`src/rtl/bpw_pkg.sv`:
```
// Shared constants and types for the windowed backplane address mapper.
package bpw_pkg;
    localparam int WIN_BYTE_W = 8;   // width of the two full-byte window registers
    localparam int WIN_NIB_W  = 4;   // width of the low window field (bits 15:12)

    // Configuration register offsets (software-visible, fixed by the host driver)
    localparam int OFS_WIN_LO  = 'h2E;
    localparam int OFS_WIN_MID = 'h30;
    localparam int OFS_WIN_HI  = 'h32;
    localparam int OFS_SEG     = 'h34;

    // Stored window: the upper bits of every backplane address
    typedef struct packed {
        logic [WIN_BYTE_W-1:0] hi;
        logic [WIN_BYTE_W-1:0] mid;
        logic [WIN_NIB_W-1:0]  lo;
        logic                  seg;
    } window_t;

    typedef enum logic [1:0] {
        XS_IDLE = 2'd0,
        XS_BUSY = 2'd1,
        XS_DONE = 2'd2
    } xfer_state_e;
endpackage

```
`src/rtl/bpw_cfg_regs.sv`:
```
// Configuration register file: the three window registers and the segment
// select, with byte-wide writes and combinational readback.
// Assumes: cfg_addr and cfg_wdata are valid whenever cfg_wr is high.
module bpw_cfg_regs
    import bpw_pkg::*;
#(
    parameter int CFG_AW = 8
) (
    input  logic                  clk,
    input  logic                  rst_n,
    input  logic                  cfg_wr,
    input  logic [CFG_AW-1:0]     cfg_addr,
    input  logic [WIN_BYTE_W-1:0] cfg_wdata,
    output logic [WIN_BYTE_W-1:0] cfg_rdata,
    output window_t               win
);
    localparam int CFG_DW = WIN_BYTE_W;
    localparam logic [CFG_AW-1:0] A_LO  = CFG_AW'(OFS_WIN_LO);
    localparam logic [CFG_AW-1:0] A_MID = CFG_AW'(OFS_WIN_MID);
    localparam logic [CFG_AW-1:0] A_HI  = CFG_AW'(OFS_WIN_HI);
    localparam logic [CFG_AW-1:0] A_SEG = CFG_AW'(OFS_SEG);

    logic seg_legal;
    logic addr_hit;

    // Segment writes are accepted only for the values 0 and 1
    assign seg_legal = (cfg_wdata[CFG_DW-1:1] == '0);
    assign addr_hit  = (cfg_addr == A_LO) || (cfg_addr == A_MID) ||
                       (cfg_addr == A_HI) || (cfg_addr == A_SEG);

    // Register update on configuration writes
    always_ff @(posedge clk) begin
        if (!rst_n) begin
            win <= '0;
        end else if (cfg_wr) begin
            case (cfg_addr)
                A_LO:    win.lo  <= cfg_wdata[WIN_NIB_W-1:0];
                A_MID:   win.mid <= cfg_wdata;
                A_HI:    win.hi  <= cfg_wdata;
                A_SEG:   if (seg_legal) win.seg <= cfg_wdata[0];
                default: ;
            endcase
        end
    end

    // Readback mux; undecoded offsets read as zero
    always_comb begin
        case (cfg_addr)
            A_LO:    cfg_rdata = {{(CFG_DW-WIN_NIB_W){1'b0}}, win.lo};
            A_MID:   cfg_rdata = win.mid;
            A_HI:    cfg_rdata = win.hi;
            A_SEG:   cfg_rdata = {{(CFG_DW-1){1'b0}}, win.seg};
            default: cfg_rdata = '0;
        endcase
    end

    assert_lo_nibble_R2: assert property (@(posedge clk) disable iff (!rst_n)
        (cfg_wr && cfg_addr == A_LO) |=> (win.lo == $past(cfg_wdata[WIN_NIB_W-1:0])));
    assert_seg_illegal_kept_R4: assert property (@(posedge clk) disable iff (!rst_n)
        (cfg_wr && cfg_addr == A_SEG && !seg_legal) |=> $stable(win.seg));
    assert_undecoded_ignored_R5: assert property (@(posedge clk) disable iff (!rst_n)
        (cfg_wr && !addr_hit) |=> $stable(win));
endmodule

```
`src/rtl/bpw_addr_compose.sv`:
```
// Address composer: joins the stored window, the segment bit and the host
// offset into a backplane address and derives the byte enables.
// Assumes: 16-bit accesses are half-word aligned (bit 0 is dropped).
module bpw_addr_compose
    import bpw_pkg::*;
#(
    parameter int BP_AW = 32,
    localparam int OFF_W = BP_AW - $bits(window_t)
) (
    input  window_t          win,
    input  logic [OFF_W-1:0] host_off,
    input  logic             host_wide,
    output logic [BP_AW-1:0] addr,
    output logic [1:0]       be
);
    logic [OFF_W-1:0] off_al;

    // Align wide accesses, pick the byte lane for narrow ones
    always_comb begin
        off_al = host_off;
        if (host_wide) begin
            off_al[0] = 1'b0;
            be        = 2'b11;
        end else begin
            be        = host_off[0] ? 2'b10 : 2'b01;
        end
        addr = {win.hi, win.mid, win.lo, win.seg, off_al};
    end
endmodule

```
`src/rtl/bpw_bus_ctrl.sv`:
```
// Backplane bus controller: accepts a host access, holds its attributes in
// a transaction latch, runs one req/ack exchange and returns read data.
// Assumes: the host holds host_req and its attributes until host_wait is
// low, and drops host_req in the cycle where host_wait is low.
module bpw_bus_ctrl
    import bpw_pkg::*;
#(
    parameter int BP_AW = 32,
    parameter int BP_DW = 16
) (
    input  logic             clk,
    input  logic             rst_n,
    input  logic             host_req,
    input  logic             host_wr,
    input  logic             host_wide,
    input  logic [BP_DW-1:0] host_wdata,
    input  logic [BP_AW-1:0] comp_addr,
    input  logic [1:0]       comp_be,
    output logic [BP_DW-1:0] host_rdata,
    output logic             host_wait,
    output logic             bp_req,
    output logic             bp_wr,
    output logic [BP_AW-1:0] bp_addr,
    output logic [1:0]       bp_be,
    output logic [BP_DW-1:0] bp_wdata,
    input  logic             bp_ack,
    input  logic [BP_DW-1:0] bp_rdata
);
    localparam int HALF = BP_DW / 2;

    xfer_state_e state;
    logic        wide_q;

    // Transfer sequencing: idle -> busy (request out) -> done (host released)
    always_ff @(posedge clk) begin
        if (!rst_n) begin
            state <= XS_IDLE;
        end else begin
            case (state)
                XS_IDLE: if (host_req) state <= XS_BUSY;
                XS_BUSY: if (bp_ack)   state <= XS_DONE;
                default:               state <= XS_IDLE;
            endcase
        end
    end

    // Transaction latch: capture address, lanes and data at acceptance
    always_ff @(posedge clk) begin
        if (!rst_n) begin
            bp_addr  <= '0;
            bp_be    <= '0;
            bp_wr    <= 1'b0;
            bp_wdata <= '0;
            wide_q   <= 1'b0;
        end else if (state == XS_IDLE && host_req) begin
            bp_addr  <= comp_addr;
            bp_be    <= comp_be;
            bp_wr    <= host_wr;
            bp_wdata <= host_wide ? host_wdata : {2{host_wdata[HALF-1:0]}};
            wide_q   <= host_wide;
        end
    end

    // Read-data return: lane select for byte reads
    always_ff @(posedge clk) begin
        if (!rst_n) begin
            host_rdata <= '0;
        end else if (state == XS_BUSY && bp_ack) begin
            if (wide_q)        host_rdata <= bp_rdata;
            else if (bp_be[1]) host_rdata <= {{HALF{1'b0}}, bp_rdata[BP_DW-1:HALF]};
            else               host_rdata <= {{HALF{1'b0}}, bp_rdata[HALF-1:0]};
        end
    end

    assign bp_req    = (state == XS_BUSY);
    assign host_wait = host_req && (state != XS_DONE);

    assert_req_held_R8: assert property (@(posedge clk) disable iff (!rst_n)
        (bp_req && !bp_ack) |=> bp_req);
    assert_wait_released_R8: assert property (@(posedge clk) disable iff (!rst_n)
        (bp_req && bp_ack) |=> (!host_wait && !bp_req));
    assert_addr_stable_R10: assert property (@(posedge clk) disable iff (!rst_n)
        (bp_req && !bp_ack) |=> ($stable(bp_addr) && $stable(bp_be) && $stable(bp_wdata)));
    assert_lanes_valid_R7: assert property (@(posedge clk) disable iff (!rst_n)
        bp_req |-> ($countones(bp_be) == 2 || $onehot0(bp_be) && bp_be != 2'b00));
endmodule

```
`src/rtl/bp_window_mapper.sv`:
```
// Top level of the windowed backplane address mapper: configuration
// registers, address composer and backplane bus controller.
// Assumes: a single clock domain shared by host and backplane sides.
module bp_window_mapper
    import bpw_pkg::*;
#(
    parameter int CFG_AW = 8,
    parameter int BP_AW  = 32,
    parameter int BP_DW  = 16
) (
    input  logic                             clk,
    input  logic                             rst_n,
    input  logic                             cfg_wr,
    input  logic [CFG_AW-1:0]                cfg_addr,
    input  logic [WIN_BYTE_W-1:0]            cfg_wdata,
    output logic [WIN_BYTE_W-1:0]            cfg_rdata,
    input  logic                             host_req,
    input  logic                             host_wr,
    input  logic                             host_wide,
    input  logic [BP_AW-$bits(window_t)-1:0] host_off,
    input  logic [BP_DW-1:0]                 host_wdata,
    output logic [BP_DW-1:0]                 host_rdata,
    output logic                             host_wait,
    output logic                             bp_req,
    output logic                             bp_wr,
    output logic [BP_AW-1:0]                 bp_addr,
    output logic [1:0]                       bp_be,
    output logic [BP_DW-1:0]                 bp_wdata,
    input  logic                             bp_ack,
    input  logic [BP_DW-1:0]                 bp_rdata
);
    window_t          win;
    logic [BP_AW-1:0] comp_addr;
    logic [1:0]       comp_be;

    bpw_cfg_regs #(.CFG_AW(CFG_AW)) u_cfg (
        .clk       (clk),
        .rst_n     (rst_n),
        .cfg_wr    (cfg_wr),
        .cfg_addr  (cfg_addr),
        .cfg_wdata (cfg_wdata),
        .cfg_rdata (cfg_rdata),
        .win       (win)
    );

    bpw_addr_compose #(.BP_AW(BP_AW)) u_comp (
        .win       (win),
        .host_off  (host_off),
        .host_wide (host_wide),
        .addr      (comp_addr),
        .be        (comp_be)
    );

    bpw_bus_ctrl #(.BP_AW(BP_AW), .BP_DW(BP_DW)) u_ctrl (
        .clk        (clk),
        .rst_n      (rst_n),
        .host_req   (host_req),
        .host_wr    (host_wr),
        .host_wide  (host_wide),
        .host_wdata (host_wdata),
        .comp_addr  (comp_addr),
        .comp_be    (comp_be),
        .host_rdata (host_rdata),
        .host_wait  (host_wait),
        .bp_req     (bp_req),
        .bp_wr      (bp_wr),
        .bp_addr    (bp_addr),
        .bp_be      (bp_be),
        .bp_wdata   (bp_wdata),
        .bp_ack     (bp_ack),
        .bp_rdata   (bp_rdata)
    );
endmodule

```
`config.mk`:
```
export PLATFORM = sky130hd
export DESIGN_NAME = bp_window_mapper
export DESIGN_NICKNAME = d
export VERILOG_FILES = /design/src/rtl/bpw_pkg.sv /design/src/rtl/bpw_cfg_regs.sv /design/src/rtl/bpw_addr_compose.sv /design/src/rtl/bpw_bus_ctrl.sv /design/src/rtl/bp_window_mapper.sv
export SDC_FILE = /design/constraint.sdc
export NUM_CORES = 1
export LEC_CHECK = 0
export BUFFER_PORTS_ARGS = -buffer_cell sky130_fd_sc_hd__buf_2
export CORE_UTILIZATION = 46
export DETAILED_ROUTE_END_ITERATION = 6
export MAX_ROUTING_LAYER = met4
export PLACE_DENSITY = 0.88
export SETUP_SLACK_MARGIN = 0.1
export SLEW_MARGIN = 20
export SYNTH_ARGS = -nofsm -noshare
export SYNTH_HDL_FRONTEND = slang
export SYNTH_HIERARCHICAL = 1
export SYNTH_SLANG_ARGS = --single-unit
```
`constraint.sdc`:
```
create_clock -name clk -period 2 [get_ports clk]
set_clock_uncertainty 0.2 [all_clocks]
set_input_delay 0.2 -clock clk [delete_from_list [all_inputs] [get_ports clk]]
set_output_delay 0.2 -clock clk [all_outputs]
set_load 0.01 [all_outputs]
```
==> flow_summary.ini, run 1 <==
[clocking]
clockBufferDepth = 2
numCtsBuffers = 9
cts_root_buf = clkbuf_8
tritoncts = yes
path_clk_slew_ns = 0.09
htreeDepth = 3
insertion_delay_ns = 0.35
cts.sinks = 91

[setup_path]
arrival_ns = 1.59
rrSetupSlack_ns = 0.39
r2r_cells = 4
end_kind = output pin
critPathRequiredTime_ns = 1.60
cp_max_fo = 6
r2r-end = u_ctrl/bp_addr[8]
worst_setup_path_start_kind = input port
critPathKind = in -> out
startpoint = cfg_addr[6]
reg2reg_from = u_ctrl/state[1]

[hold_path]
hp-start = host_wdata[8]
holdPathEnd = u_ctrl/bp_wdata[8]
hp-class = in -> reg
min_path_cells = 4

[detailed_routing]
wl_per_cell_um = 15.5
post_drt_via_cell_ratio = 5.18
ant_nets = 0
totalWireLength_mm = 11.1
dr.first_iter.drc_count = 240
drt_first_pass_iters = 7
drc = 7
via_count = 3720

[grt]
grt_max_degree = 61
grt_pass1_vias = 3750
grt_use_total_pct = 23.4
grt_pass1_wl_mm = 17.5
globalRouteOverflowTotal = 0
antenna_found_initial = 0

[synthesis]
syn_inst = 447
synth_area_per_cell_um2 = 9.56
synth_top_area_share_pct = 42.6
ys_ff_latch = 91
synth_area_mm2 = 0.00428
yosysUniqueCellTypes = 43
synth_area_leader_cell = dfxtp_1
synth_nets = 513
synthTopCellsByArea = dfxtp_1 (43%), mux2i_1 (8.4%), a21boi_2 (7.9%), nand2_1 (7.2%), buf_4 (5.6%)
synth_warnings = 6
yosysSeqAreaShare_pct = 42.6

[timing]
maxSlewViolCount = 0
setup_viol = 0
fmax_ghz = 0.504
tightest_slew_ns = 0.505
min_period_ns = 1.99
hold_viol_final = 0
setup_tns_ns = 0
rsz0062_at_grt = yes
finalCritPeriodShare_pct = 99.3
slew_headroom_pct = 66.3

[floorplanning]
io_pins = 143
die_x_um = 98.4
die-area_mm2 = 0.00968
die_y_um = 98.4
num_rows = 34
core_mm2 = 0.00885
start_util_pct = 48.3

[cells_and_area]
diodes = 0
final_nets = 671
drive_gt1_share_pct = 39.0
syn_to_final_growth_pct = 28.8

[power]
p_leak_nw = 2.58
power_density_mw_per_mm2 = 653
ir_drop_mv = 0.390
finalPower_mw = 3.60

[job]
maxCapViolCount = 0

[placement]
numPortBuffers = 142
finalWeightedCongestion = 0.967
dp.final_hpwl_mm = 6.86

[outcome]
status = finished with violations
violations = DRC
==> layer usage <==
layer	vias to the layer above	track usage (%)	share of wire, %
li1	1789	-	-
met1	1748	25.4	40
met2	157	41.9	51
met3	26	4.51	5.9
met4	0	9.30	2.1
met5	-	-	0
==> registers in the layout (all words and copies together), names as in the netlist <==
signal and cells:
u_ctrl/bp_wr 1, u_ctrl/wide_q 1, u_ctrl/state 2, u_ctrl/host_rdata 16, u_ctrl/bp_be 2, u_ctrl/bp_wdata 16, u_ctrl/bp_addr 32, u_cfg/win 21
==> logic make-up (layout without fill, tap and decap cells) <==
group	after synthesis	count (layout)	share of synthesized area (%)
muxes	36	36	8.43
DFF	91	91	42.6
and+or+nand+nor	166	166	19.4
buffers and inverters	66	229	11.6
AOI/OAI and AO/OA	88	88	17.9
==> critical path: stages <==
cell and delay [ns]:
buf_6 0.09, or4b_4 0.60, nor3_4 0.25, buf_6 0.16, a22o_1 0.14, buf_2 0.14
==> power breakdown <==
part	leakage, nW	total [mW]	switching, mW	internal, mW
combinational	1.75	0.546	0.281	0.265
clock	0.0859	1.15	0.659	0.491
sequential	0.740	1.90	0.0338	1.87
==> synth_stat cells, drive strengths merged <==
cell and count:
nand2 112, dfxtp 91, a21boi 53, buf 50, mux2i 36, nor2 20
a21oi 9, clkbuf 9, nand3 9, o211a 8, o21ai 8, inv 6
nor3 5, a22o 4, nand2b 4, a222oi 3, nand3b 2, nor4 2
a221o 1, a2bb2oi 1, and2 1, and2b 1, and3b 1, clkinv 1
nand4 1, nand4b 1, nor2b 1, nor3b 1, o21a 1, or2 1
or3 1, or3b 1, or4 1, or4b 1
==> per-stage QoR <==
stage	worst slack [ns]	cell area (um2)	util, %	hold WS [ns]	cells
after floorplan	0.0100	4280	-	0.139	447
after global placement	-0.0477	4780	54.0	0.238	649
after detailed placement	-0.0852	4780	54.0	0.245	649
after CTS	0.0697	5500	62.1	0.00255	718
after global routing	-0.0154	5510	62.2	0.0303	718
final	0.0143	5510	62.2	0.0179	718
==> worst max path at each step <==
stage,slack [ns],end,cells after the start
floorplan,0.01,u_cfg/win[5],6
global placement,-0.05,u_cfg/win[11],5
detailed placement,-0.09,u_cfg/win[6],5
CTS,0.07,cfg_rdata[1],7
global route,-0.02,cfg_rdata[1],7
finish,0.01,cfg_rdata[5],6
==> layout by cell type (no fill, tap or decap), drive strengths merged, types with 2 or more instances in the layout <==
cell type	n
a21boi	53
clkinvlp	2
o21ai	8
clkinv	3
mux2i	36
clkbuf	11
nand3	9
nand2	112
inv	7
o211a	8
a21oi	9
dfxtp	91
nor3	5
a22o	4
nand2b	4
nor4	2
dlygate4sd3	52
nand3b	2
nor2	20
a222oi	3
buf	154
==> layout make-up <==
type,count,area (um2)
clock buffer,11,141
sequential,91,1820
inverter,7,26.3
clock inverter,5,37.5
tap,108,135
fill,724,3340
timing repair buffer,206,1380
multi-input combinational,290,1970
==> what timing repair did <==
| item | in CTS | in global routing |
|---|---|---|
| buffers inserted | 1 | 0 |
| pin swaps | 5 | 5 |
| endpoints found under the setup margin | 8 | 9 |
| endpoints found under the hold margin | 64 | 0 |
| gates resized for setup | 3 | 2 |
| hold buffers | 52 | 0 |
No activity file was read; power rests on OpenSTA's default activity.
==> run 2, diff against run 1 <==
--- a/config.mk
+++ b/config.mk
@@ -6,13 +6,15 @@
 export NUM_CORES = 1
 export LEC_CHECK = 0
 export BUFFER_PORTS_ARGS = -buffer_cell sky130_fd_sc_hd__buf_2
-export CORE_UTILIZATION = 46
+export CORE_UTILIZATION = 49
+export CTS_CLUSTER_DIAMETER = 30
 export DETAILED_ROUTE_END_ITERATION = 6
 export MAX_ROUTING_LAYER = met4
-export PLACE_DENSITY = 0.88
+export PLACE_DENSITY = 0.89
 export SETUP_SLACK_MARGIN = 0.1
 export SLEW_MARGIN = 20
 export SYNTH_ARGS = -nofsm -noshare
 export SYNTH_HDL_FRONTEND = slang
 export SYNTH_HIERARCHICAL = 1
 export SYNTH_SLANG_ARGS = --single-unit
+export TNS_END_PERCENT = 20
==> constraint.sdc (replaced) <==
create_clock -name clk -period 2.5 [get_ports clk]
set_clock_uncertainty 0.2 [all_clocks]
set_input_delay 0.25 -clock clk [delete_from_list [all_inputs] [get_ports clk]]
set_output_delay 0.25 -clock clk [all_outputs]
set_load 0.01 [all_outputs]
==> flow_summary.ini, run 2 (synthesis gave the netlist of run 1 again) <==
[cells_and_area]
most-common-layout-cells = buf_2 (142), dfxtp_1 (91), nand2_1 (82), dlygate4sd3_1 (39), mux2i_1 (36)
final_nets = 653
final_core_util_pct = 63.4
syn_to_final_growth_pct = 23.6
largest-register = u_ctrl/bp_addr
layoutNonFillerInstCount = 697
drive_gt1_share_pct = 38.9
layout_commonest_cell = buf_2
largest_register_ffs = 32
stdcell_area_mm2 = 0.00528
reg.largest.list = u_ctrl/bp_addr (32), u_cfg/win (21)
diodes = 0

[setup_path]
startpoint = cfg_addr[0]
rrSetupSlack_ns = 0.25
worstSetupEndpoint = cfg_rdata[3]
cp_max_fo = 6
worst_setup_path_start_kind = input port
reg2reg_from = u_ctrl/wide_q
end_kind = output pin
critPathRequiredTime_ns = 2.05
arrival_ns = 1.80
r2r-end = u_ctrl/host_rdata[6]
r2r_cells = 4
critPathKind = in -> out

[power]
finalPower_mw = 2.90
p_int_mw = 2.15
p_leak_nw = 2.48
pwr-share-clk_pct = 33.7
ir_drop_mv = 0.326
power_density_mw_per_mm2 = 549
combPwrFrac_pct = 13.7
seqPwrFrac_pct = 52.5
switchingPower_mw = 0.753
power.share.switching_pct = 26.0

[timing]
finalCritPeriodShare_pct = 90.2
maxSlewViolCount = 0
hold_viol_final = 0
min_period_ns = 2.25
rsz0062_at_grt = no
setup_slack_ns = 0.245
setup_viol = 0
slew_headroom_pct = 47.6
fmax_ghz = 0.443
hold_ws_ns = 0.0236
setup_tns_ns = 0
tightest_slew_ns = 0.786

[grt]
grt_max_degree = 76
antenna_found_initial = 0
grt_pass1_vias = 3461
grt_use_total_pct = 23.3
grt_pass1_wl_mm = 16.1
globalRouteOverflowTotal = 0

[placement]
numPortBuffers = 142
finalWeightedCongestion = 0.917
placed_cells_incl_taps = 640
pre_cts_ws_ns = 0.0976
dp.final_hpwl_mm = 6.63
dpl_cell_area_mm2 = 0.00469

[job]
maxCapViolCount = 0

[clocking]
numCtsBuffers = 9
insertion_delay_ns = 0.34
cts-resized-gates = 0
clockBufferDepth = 2
tritoncts = yes
cts.sinks = 91
path_clk_slew_ns = 0.09
htreeDepth = 3
cts_root_buf = clkbuf_8

[floorplanning]
start_util_pct = 51.3
core_mm2 = 0.00834
num_rows = 33
die_x_um = 95.4
die_y_um = 95.4
die-area_mm2 = 0.00910
io_pins = 143

[detailed_routing]
wl_per_cell_um = 14.6
drt_first_pass_iters = 4
via_count = 3570
totalWireLength_mm = 10.2
dr.first_iter.drc_count = 256
drc = 0
post_drt_via_cell_ratio = 5.12
ant_nets = 0

[hold_path]
hp-class = in -> reg
hp-start = cfg_wr

[outcome]
status = complete, no violations
-- run 2: cell types whose count changed in the layout (fill, tap and decap cells not counted), sizes merged --
| cell | before | now |
|---|---|---|
| dlygate4sd3 | 52 | 39 |
| buf | 154 | 149 |
| clkinv | 3 | 1 |
| bufinv | 0 | 1 |
| clkinvlp | 2 | 3 |
-- run 2: how the worst min path moves through the flow --
stage,to,slack [ns],cells past startpoint
floorplan,u_cfg/win[0],0.19,2
global placement,u_ctrl/bp_addr[1],0.24,2
detailed placement,u_ctrl/bp_addr[8],0.24,2
CTS,u_cfg/win[1],0.003,3
global route,u_ctrl/host_rdata[9],0.01,3
finish,u_cfg/win[1],0.02,3
-- run 2: worst max-delay path: stages --
cell and delay, ns:
buf_2 0.09, or4b_1 0.68, nor4_4 0.33, buf_4 0.18, a222oi_1 0.09, inv_1 0.07
buf_2 0.12
-- run 2: power groups by stage --
stage / sequential, mW / combinational [mW] / clock [mW]
after floorplan: 1.57 / 0.230 / 0
after global placement: 1.55 / 0.335 / 0
after detailed placement: 1.56 / 0.347 / 0
after CTS: 1.52 / 0.395 / 1.02
after global routing: 1.53 / 0.436 / 1.08
final: 1.53 / 0.399 / 0.979
-- run 2: timing repair --
action | CTS | global route
hold buffers | 38 | 1
hold endpoints to repair | 40 | 1
setup endpoints to repair | 0 | 5
buffers inserted | 0 | 2
-- run 2: cell type report --
class                      instances  area, um2
clock buffer                      11        131
clock inverter                     5       61.3
fill                             667       3060
inverter                           7       26.3
multi-input combinational        290       1960
sequential                        91       1820
tap                              105        131
timing repair buffer             188       1150
-- run 2: routing by layer --
| metal | track usage [%] | part of all wire, % |
|---|---|---|
| met1 | 26.7 | 41 |
| met2 | 40.7 | 51 |
| met3 | 5.10 | 6.8 |
| met4 | 6.72 | 1.3 |
| met5 | - | 0 |
